[src/rtl/dbs_pkg.sv]
package dbs_pkg;
   typedef enum logic [1:0] {
      KIND_HIT      = 2'd0,
      KIND_EMPTY    = 2'd1,
      KIND_CONFLICT = 2'd2
   } acc_kind_t;
endpackage

[src/rtl/dbs_tick_counter.sv]
module dbs_tick_counter #(
   parameter int TICK_W = 32
) (
   input  logic              clk,
   input  logic              rst_n,
   output logic [TICK_W-1:0] tick
);
   always_ff @(posedge clk or negedge rst_n) begin
      if (!rst_n) tick <= '0;
      else        tick <= tick + 1'b1;
   end


   tick_step_chk: assert property (@(posedge clk) disable iff (!rst_n)
      1'b1 |=> tick == $past(tick) + 1'b1);
endmodule

[src/rtl/dbs_row_state.sv]
module dbs_row_state
   import dbs_pkg::*;
#(
   parameter int ROW_W = 8
) (
   input  logic             clk,
   input  logic             rst_n,
   input  logic             upd,
   input  logic             close,
   input  logic [ROW_W-1:0] row,
   output acc_kind_t        kind
);
   logic             open_v;
   logic [ROW_W-1:0] open_row;

   always_comb begin
      if (!open_v)             kind = KIND_EMPTY;
      else if (open_row == row) kind = KIND_HIT;
      else                     kind = KIND_CONFLICT;
   end

   always_ff @(posedge clk or negedge rst_n) begin
      if (!rst_n) begin
         open_v   <= 1'b0;
         open_row <= '0;
      end else if (upd) begin
         open_v   <= !close;
         if (!close) open_row <= row;
      end
   end


   keep_open_chk: assert property (@(posedge clk) disable iff (!rst_n)
      upd && !close |=> open_v && open_row == $past(row));

   close_empty_chk: assert property (@(posedge clk) disable iff (!rst_n)
      upd && close |=> !open_v);
endmodule

[src/rtl/dbs_timing.sv]
module dbs_timing
   import dbs_pkg::*;
#(
   parameter int TICK_W  = 32,
   parameter int HIT_T   = 2,
   parameter int EMPTY_T = 4,
   parameter int CONF_T  = 6
) (
   input  logic [TICK_W-1:0] arrival,
   input  logic [TICK_W-1:0] free_at,
   input  logic [TICK_W-1:0] now,
   input  acc_kind_t         kind,
   input  logic              close,
   output logic [TICK_W-1:0] finish,
   output logic [TICK_W-1:0] free_next
);
   localparam int PRE_T = CONF_T - EMPTY_T;
   localparam logic [TICK_W-1:0] L_HIT   = TICK_W'(HIT_T);
   localparam logic [TICK_W-1:0] L_EMPTY = TICK_W'(EMPTY_T);
   localparam logic [TICK_W-1:0] L_CONF  = TICK_W'(CONF_T);
   localparam logic [TICK_W-1:0] L_PRE   = TICK_W'(PRE_T);

   generate
      if (HIT_T < 1 || HIT_T >= EMPTY_T || EMPTY_T >= CONF_T) begin : g_bad_lat
         initial $fatal(1, "latencies must satisfy 0 < hit < empty < conflict");
      end
   endgenerate

   logic [TICK_W-1:0] t0, start, lat;

   always_comb begin
      t0    = (arrival > free_at) ? arrival : free_at;
      start = (t0 > now) ? t0 : now;
      case (kind)
         KIND_HIT:   lat = L_HIT;
         KIND_EMPTY: lat = L_EMPTY;
         default:    lat = L_CONF;
      endcase
      finish    = start + lat;
      free_next = close ? finish + L_PRE : finish;
   end
endmodule

[src/rtl/dram_bank_sched.sv]
module dram_bank_sched
   import dbs_pkg::*;
#(
   parameter int TICK_W  = 32,
   parameter int ROW_W   = 8,
   parameter int COL_W   = 6,
   parameter int TAG_W   = 8,
   parameter int HIT_T   = 2,
   parameter int EMPTY_T = 4,
   parameter int CONF_T  = 6
) (
   input  logic              clk,
   input  logic              rst_n,
   input  logic              close_page,
   input  logic              req_valid,
   output logic              req_ready,
   input  logic [ROW_W-1:0]  req_row,
   input  logic [COL_W-1:0]  req_col,
   input  logic [TICK_W-1:0] req_arrival,
   input  logic [TAG_W-1:0]  req_tag,
   output logic              done,
   output logic [TAG_W-1:0]  done_tag,
   output logic [COL_W-1:0]  done_col,
   output logic [TICK_W-1:0] done_tick,
   output logic [1:0]        done_kind,
   output logic [TICK_W-1:0] cur_tick
);
   generate
      if (TICK_W < 8 || ROW_W < 1 || COL_W < 1 || TAG_W < 1) begin : g_bad_w
         initial $fatal(1, "port widths out of range");
      end
   endgenerate

   logic              busy, accept, finishing;
   logic [TICK_W-1:0] fin_q, free_q, finish, free_next;
   logic [TAG_W-1:0]  tag_q;
   logic [COL_W-1:0]  col_q;
   acc_kind_t         kind, kind_q;

   dbs_tick_counter #(.TICK_W(TICK_W)) u_tick (
      .clk(clk), .rst_n(rst_n), .tick(cur_tick));

   dbs_row_state #(.ROW_W(ROW_W)) u_row (
      .clk(clk), .rst_n(rst_n), .upd(accept), .close(close_page),
      .row(req_row), .kind(kind));

   dbs_timing #(.TICK_W(TICK_W), .HIT_T(HIT_T), .EMPTY_T(EMPTY_T),
                .CONF_T(CONF_T)) u_time (
      .arrival(req_arrival), .free_at(free_q), .now(cur_tick), .kind(kind),
      .close(close_page), .finish(finish), .free_next(free_next));

   assign finishing = busy && (cur_tick == fin_q);
   assign req_ready = !busy || finishing;
   assign accept    = req_valid && req_ready;
   assign done      = finishing;
   assign done_tag  = tag_q;
   assign done_col  = col_q;
   assign done_tick = fin_q;
   assign done_kind = kind_q;

   always_ff @(posedge clk or negedge rst_n) begin
      if (!rst_n) begin
         busy   <= 1'b0;
         fin_q  <= '0;
         free_q <= '0;
         tag_q  <= '0;
         col_q  <= '0;
         kind_q <= KIND_EMPTY;
      end else if (accept) begin
         busy   <= 1'b1;
         fin_q  <= finish;
         free_q <= free_next;
         tag_q  <= req_tag;
         col_q  <= req_col;
         kind_q <= kind;
      end else if (finishing) begin
         busy   <= 1'b0;
      end
   end


   accept_blocks_chk: assert property (@(posedge clk) disable iff (!rst_n)
      accept |=> !req_ready);

   done_single_chk: assert property (@(posedge clk) disable iff (!rst_n)
      done |=> !done);

   finish_after_chk: assert property (@(posedge clk) disable iff (!rst_n)
      accept |=> done_tick > $past(req_arrival) && done_tick > $past(cur_tick));

   done_now_chk: assert property (@(posedge clk) disable iff (!rst_n)
      done |-> done_tick == cur_tick);
endmodule

[config.mk]
export PLATFORM = sky130hd
export DESIGN_NAME = dram_bank_sched
export DESIGN_NICKNAME = d
export VERILOG_FILES = /design/src/rtl/dbs_pkg.sv /design/src/rtl/dbs_tick_counter.sv /design/src/rtl/dbs_row_state.sv /design/src/rtl/dbs_timing.sv /design/src/rtl/dram_bank_sched.sv
export SDC_FILE = /design/constraint.sdc
export NUM_CORES = 1
export LEC_CHECK = 0
export BUFFER_PORTS_ARGS = -buffer_cell sky130_fd_sc_hd__buf_4
export CAP_MARGIN = 5
export CORE_MARGIN = 1
export CORE_UTILIZATION = 40
export CTS_BUF_LIST = sky130_fd_sc_hd__clkbuf_8
export DETAILED_ROUTE_END_ITERATION = 8
export HOLD_SLACK_MARGIN = 0.15
export PLACE_DENSITY = 0.61
export SYNTH_ARGS = -nofsm -noshare
export SYNTH_HDL_FRONTEND = slang
export SYNTH_HIERARCHICAL = 1
export SYNTH_SLANG_ARGS = --single-unit
[constraint.sdc]
create_clock -name clk -period 11.2 [get_ports clk]
set_input_delay 1.12 -clock clk [delete_from_list [all_inputs] [get_ports clk]]
set_output_delay 1.12 -clock clk [all_outputs]
set_load 0.005 [all_outputs]
Yosys cells after proc, flatten, opt, wreduce, memory -nomap -nowiden:

Cells that the tools add are included.

* flip-flop bits (word level): 122
* output and inout port bits: 82

* add/subtract/negate cells: 3
* order comparisons: 2
* equality and inequality tests: 3
* muxes and demuxes: 8
* bitwise logic cells: 1
* reduce and logical (&&, ||, !) cells: 8

Operators with widths (count)
* 32-bit 2-to-1 mux: 3
* 32-bit greater-than comparator: 2
* 32-bit by 1-bit adder with 32-bit output (second input constant): 1
* 32-bit by 2-bit adder with 32-bit output (second input constant): 1
* 32-bit by 3-bit adder with 32-bit output: 1
* 32-bit equality test: 1
* 8-bit equality test: 1
* 3-bit one-hot mux with 2 select lines: 1
* 2-bit 2-to-1 mux: 2
* 2-bit by 1-bit equality test with 1-bit output (second input constant): 1
* 1-bit logical AND: 2
* 1-bit zero test: 2
* 2-bit zero test: 1
* 1-bit 2-to-1 mux: 2
* 2-bit AND reduction: 1
* 2-bit nonzero test: 1
* 1-bit logical OR: 1
* 1-bit inverter: 1

Depth between registers and ports, before layout:

* depth after elaboration: 8
* gate-level depth with buffers: 39

Hierarchy:

Netlist, hierarchy kept.

By module, submodules not included
* dram_bank_sched: times used 1, cells each 601, area each 5137.4 um^2
* dbs_timing: times used 1, cells each 700, area each 4658.2 um^2
* dbs_tick_counter: times used 1, cells each 127, area each 1478.9 um^2
* dbs_row_state: times used 1, cells each 32, area each 459.2 um^2

Least setup slack after synthesis:

OpenSTA, ideal clock, no wires.

* path kind: in2reg
* start point: input req_arrival[1]
* end point: register free_q[25]
* library setup time: 130 ps
* data arrival time: 8380 ps
* required time: 11070 ps
* path slack: 2689 ps
* stages: 36
* buffers on the path: 9
* cell sequence: ha_1 -> nor2b_1 -> o211ai_2 -> a2111oi_2 -> o41ai_2 -> nand2_2 -> buf_6 -> buf_6 -> buf_6 -> buf_2 -> mux2i_1 -> inv_1 -> ha_1 -> nand4_1 -> nor3_1 -> a22oi_1 -> nand2_1 -> o211a_1 -> buf_2 -> clkbuf_1 -> clkbuf_1 -> clkbuf_1 -> o21ai_0 -> ha_1 -> a21oi_1 -> clkbuf_1 -> a21oi_1 -> or3_1 -> a221o_1 -> a311oi_2 -> nand4_1 -> nor4_2 -> nand4_1 -> xnor2_1 -> a21oi_1 -> nand3_1

* cells in the longest elaborated chain, start to end: 7

Ends and longest elaborated chain
* start: declaration: RTL line dram_bank_sched.sv:19 `input logic [TICK_W-1:0] req_arrival,`
* 32-bit greater-than comparator: RTL line dbs_timing.sv:32 `t0 = (arrival > free_at) ? arrival : free_at;`
* 32-bit 2-to-1 mux (*): RTL line dbs_timing.sv:32
* 32-bit greater-than comparator: RTL line dbs_timing.sv:33 `start = (t0 > now) ? t0 : now;`
* 32-bit 2-to-1 mux (*): RTL line dbs_timing.sv:33
* 32-bit by 3-bit adder with 32-bit output (*): RTL line dbs_timing.sv:39 `finish = start + lat;`
* 32-bit by 2-bit adder with 32-bit output: RTL line dbs_timing.sv:40 `free_next = close ? finish + L_PRE : finish;`
* 32-bit 2-to-1 mux (*): RTL line dbs_timing.sv:40
* via free_next[25]: RTL line dram_bank_sched.sv:35 `logic [TICK_W-1:0] fin_q, free_q, finish, free_next;`
* end signal: assignment: RTL line dram_bank_sched.sv:72 `free_q <= free_next;`
* end: declaration: RTL line dram_bank_sched.sv:35

Mark *: on every way through the listed nets, which the timed path passes. The rest lies on a longest branch.
A chain may end at the register's enable or synchronous reset.

Final worst setup path:

* start point: input req_arrival[15]
* end point: register free_q[31]

* cells in the longest elaborated chain, start to end: 7

Ends and longest elaborated chain (RTL line)
* 32-bit greater-than comparator: dbs_timing.sv:32
* 32-bit 2-to-1 mux (*): dbs_timing.sv:32
* 32-bit greater-than comparator: dbs_timing.sv:33
* 32-bit 2-to-1 mux (*): dbs_timing.sv:33
* 32-bit by 3-bit adder with 32-bit output (*): dbs_timing.sv:39
* via finish[17]: dram_bank_sched.sv:35
* 32-bit by 2-bit adder with 32-bit output (*): dbs_timing.sv:40
* 32-bit 2-to-1 mux (*): dbs_timing.sv:40
* via free_next[31]: dram_bank_sched.sv:35

Marked as above.

==> impl_summary.txt <==
----------------------------------------------------
[Status]
  Run status ... completed

[Placement]
  Post-detailed-placement half-perimeter wirelength ... approximately 30000 um
  Placed Instances ... 1905
  Quantity of I/O buffers inserted on ports ... ~140
  GP Congestion ... 0.944
  Worst setup slack after placement ... roughly 2000 ps

[Route]
  Wire length after detailed routing ... 43200 um
  Total vias in the final route ... 11953
  DRT iter0 DRCs ... 1196
  DRC ... 0
  Number of iterations in the first detailed-routing pass ... 7
  Routed wirelength normalized by instance count ... 22.3 um
  Count of nets left with antenna violations after detail routing ... 0
  Drt via density ... 6.17

[STA]
  Post-route clock skew ... about 26 ps
  Unrepaired setup endpoints after global routing ... false
  Final Critical Period ... 8940 ps
  Count of endpoints failing setup in the final report ... 0
  TNS Setup ... 0 ps
  Final Worst Setup Slack ... 2260 ps
  Worst Max-Slew Pin Slew ... 1160 ps
  Post-route fraction of the period consumed by the critical path ... 79.8%
  Final Max Tran Viols ... 0
  Final Hold Violating Endpoints ... 0
  Max-Slew Margin vs Limit ... 22.8%
  Fmax ... 112 MHz

[Setup path]
  Number of cell instances on the worst register-to-register path ... 27
  Reg2reg start ... free_q[15]
  Worst R2R Setup Slack ... 2540 ps
  Arr. time, crit path ... between 9000 and 10000 ps
  CP startpoint kind ... primary input
  Type of the worst setup path ... in2reg
  Worst R2R End ... free_q[31]
  Capturing element type of the critical path ... register
  Critical path data required time ... 11590 ps
  Largest fanout on the critical path ... 45
  Start point of the critical path ... req_arrival[15]

[Clock tree]
  Resized Gates After CTS ... 0
  Hold buffer count at cts ... 0
  CTS sink cnt ... roughly 120
  Total number of H-tree levels ... 4
  Maximum clock path buffer count ... 2
  Clock transition at the register clock pins on the worst setup and hold paths after CTS ... 90 ps
  CTS root buf ... sky130_fd_sc_hd__clkbuf_8
  Clock network latency to the later pin of the worst-skew pair ... 470 ps
  Clock tree from TritonCTS ... done
  Clock buffers created by TritonCTS ... 17
  Post-CTS Setup Bufs ... 0

[Floorplan]
  Die width ... around 170 um
  Initial core utilization ... between 40% and 50%
  Top Ports ... 140
  Core box area ... 28800 um^2
  Die span in y ... 173 um
  FP Rows ... 62
  Area enclosed by the die boundary ... around 30000 um^2

[Synthesis]
  Post-synth top area share ... ~26%
  Net count after synthesis ... 1587
  Top post-synthesis cells by area ... sky130_fd_sc_hd__dfrtp_1 26%, sky130_fd_sc_hd__ha_1 7.3%, sky130_fd_sc_hd__nand4_1 6.1%, sky130_fd_sc_hd__xor2_1 6.0%, sky130_fd_sc_hd__a21oi_1 5.8%
  Post-synth top cells ... 135 x sky130_fd_sc_hd__a21oi_1, 121 x sky130_fd_sc_hd__dfrtp_1, 119 x sky130_fd_sc_hd__nand3_1
  Count of state elements after synthesis ... 122
  Seq/Total Area, Yosys ... 26.0%
  Post-synthesis cell type with the largest combined area ... sky130_fd_sc_hd__dfrtp_1
  Most frequent cell after synthesis ... sky130_fd_sc_hd__a21oi_1
  Most frequently used flop master after synthesis ... sky130_fd_sc_hd__dfrtp_1
  Number of distinct library cells after synthesis ... 80
  Async set-reset flop share out of synthesis ... 100%
  Number of synthesized flops with an enable pin ... 0
  Post-synthesis average cell area ... approximately 8.0 um^2
  Number of standard cells after synthesis ... roughly 1500
  Count of yosys warnings during synthesis ... 6
  Syn Std Cell Area ... 11700 um^2

[Layout]
  Reg area ... between 3000 and 4000 um^2
  Share of layout cells above drive strength 1 ... 16.6%
  Filler Cells Inserted ... 2930
  Multi-input combinational cell area ... 7910 um^2
  Number of nets at the end of the flow ... 1667
  P&R area growth vs syn ... 13.5%
  Finished Layout Cells ... 1937
  Antenna cells ... 0

[Global route]
  Antenna violations before repair ... 0
  Total congestion overflow ... 0
  Tot GR Track Use ... 28.9%
  Via count of the first global-routing pass ... 11635
  Wire length of the first global-routing pass ... 68300 um
  Pin count of the biggest net entering global routing ... 87

[Min path]
  Type of the tightest min-delay check ... reg2reg
  Launch instance of the worst min-delay path ... done_kind[0]
  Worst Hold Depth ... 2
  Min-Delay Endpoint ... done_kind[0]

[Run]
  # Max-Cap Violations ... 0

[Pwr]
  Leakage power of the design ... 0.00530 uW
  VDD IR-drop max ... between 0.00006 and 0.00007 V
  Total chip power ... 1000 uW
  Total power density per cell area ... 75.3 nW/um^2

----------------------------------------------------
power breakdown:
| part | internal, uW | total (uW) | leakage [uW] | switching (uW) |
|---|---|---|---|---|
| logic | 60.1 | 167 | 0.00385 | 107 |
| clock network | 157 | 392 | 0.000188 | 234 |
| registers | 443 | 445 | 0.00126 | 1.90 |
| total | 660 | 1000 | 0.00530 | 343 |
metrics by stage:
| stage | utilization (%) | area [um^2] | hold slack (ps) |
|---|---|---|---|
| finish | 46.3 | 13300 | 539 |
| global route | 46.3 | 13300 | 555 |
| CTS | 46.3 | 13300 | 539 |
| detailed placement | 45.1 | 13000 | 515 |
| global placement | 45.1 | 13000 | 510 |
| floorplan | - | 11700 | 500 |
sequential cells by signal, indices dropped and copies added, names as in the netlist:
| register | cells |
|---|---|
| u_tick/tick | 32 |
| done_col | 6 |
| u_row/open_row | 8 |
| free_q | 32 |
| done_tag | 8 |
| u_row/open_v | 1 |
| busy | 1 |
| done_tick | 32 |
| done_kind | 2 |
worst max-delay path by stage:
| stage | to | slack (ps) | cells past startpoint |
|---|---|---|---|
| after floorplan | free_q[25] | 2690 | 36 |
| after global placement | free_q[25] | 2280 | 29 |
| after detailed placement | free_q[31] | 2000 | 27 |
| after CTS | free_q[31] | 2510 | 27 |
| after global routing | free_q[25] | 1670 | 27 |
| final | free_q[31] | 2260 | 27 |
logic make-up (layout without fill, tap and decap cells):
group                    count (synthesis)  count (layout)  share of synthesized area (%)
AO/OA/AOI/OAI                          343             343                           18.7
buffers and inverters                  184             277                           6.69
adder cells (fa/ha/maj)                 69              69                           7.42
AND/OR/NAND/NOR                        581             581                           28.3
flip-flops                             122             122                           26.0
multiplexers                            30              30                           3.07
XOR/XNOR                               131             131                           9.84
critical path: stages:
cell and delay [ps]:
sky130_fd_sc_hd__buf_4 130, sky130_fd_sc_hd__ha_1 330, sky130_fd_sc_hd__nand4_2 220, sky130_fd_sc_hd__a2111oi_2 670, sky130_fd_sc_hd__o41ai_2 160, sky130_fd_sc_hd__buf_4 200, sky130_fd_sc_hd__nand2_2 250, sky130_fd_sc_hd__buf_4 540
sky130_fd_sc_hd__mux2i_1 350, sky130_fd_sc_hd__inv_1 90, sky130_fd_sc_hd__ha_1 290, sky130_fd_sc_hd__nand4_1 170, sky130_fd_sc_hd__nor4_1 390, sky130_fd_sc_hd__nand4_1 180, sky130_fd_sc_hd__o211a_1 200, sky130_fd_sc_hd__o21ai_0 380
sky130_fd_sc_hd__fa_1 540, sky130_fd_sc_hd__o21ai_0 250, sky130_fd_sc_hd__nor2_1 680, sky130_fd_sc_hd__nand3_1 250, sky130_fd_sc_hd__xor2_2 380, sky130_fd_sc_hd__nand4_2 220, sky130_fd_sc_hd__nor4_2 630, sky130_fd_sc_hd__nand4b_1 190
sky130_fd_sc_hd__xnor2_1 230, sky130_fd_sc_hd__nand4_1 120, sky130_fd_sc_hd__nand3_1 130
layout by cell type (no fill, tap or decap), types with 20 or more instances in the layout:
master                     count
sky130_fd_sc_hd__buf_4       160
sky130_fd_sc_hd__dfrtp_1     120
sky130_fd_sc_hd__a21oi_1     135
sky130_fd_sc_hd__inv_1        85
sky130_fd_sc_hd__nor2_1       52
sky130_fd_sc_hd__nand4_1     114
sky130_fd_sc_hd__nor2b_1      84
sky130_fd_sc_hd__ha_1         68
sky130_fd_sc_hd__o211ai_1     85
sky130_fd_sc_hd__xnor2_1      50
sky130_fd_sc_hd__xor2_1       80
sky130_fd_sc_hd__o21ai_1      26
sky130_fd_sc_hd__nor3_1       33
sky130_fd_sc_hd__nand2_1      84
sky130_fd_sc_hd__o21ai_0      36
sky130_fd_sc_hd__nand3_1     119
sky130_fd_sc_hd__nor4_1       20
routing by layer:
layer	track usage (%)	part of all wire, %	vias to the layer above
met4	10.5	3.1	0
met5	0	0	-
met3	4.74	7.1	81
met1	39.4	44	5796
li1	-	-	5531
met2	46.0	46	545
final cells by class:
class / instances / area share, %
tap: 384 / 3.61
multi-input combinational: 1154 / 59.3
clock buffer: 17 / 1.76
sequential: 122 / 22.9
clock inverter: 15 / 0.883
timing repair buffer: 161 / 9.10
inverter: 84 / 2.37
No activity file was read; power rests on OpenSTA's default activity.
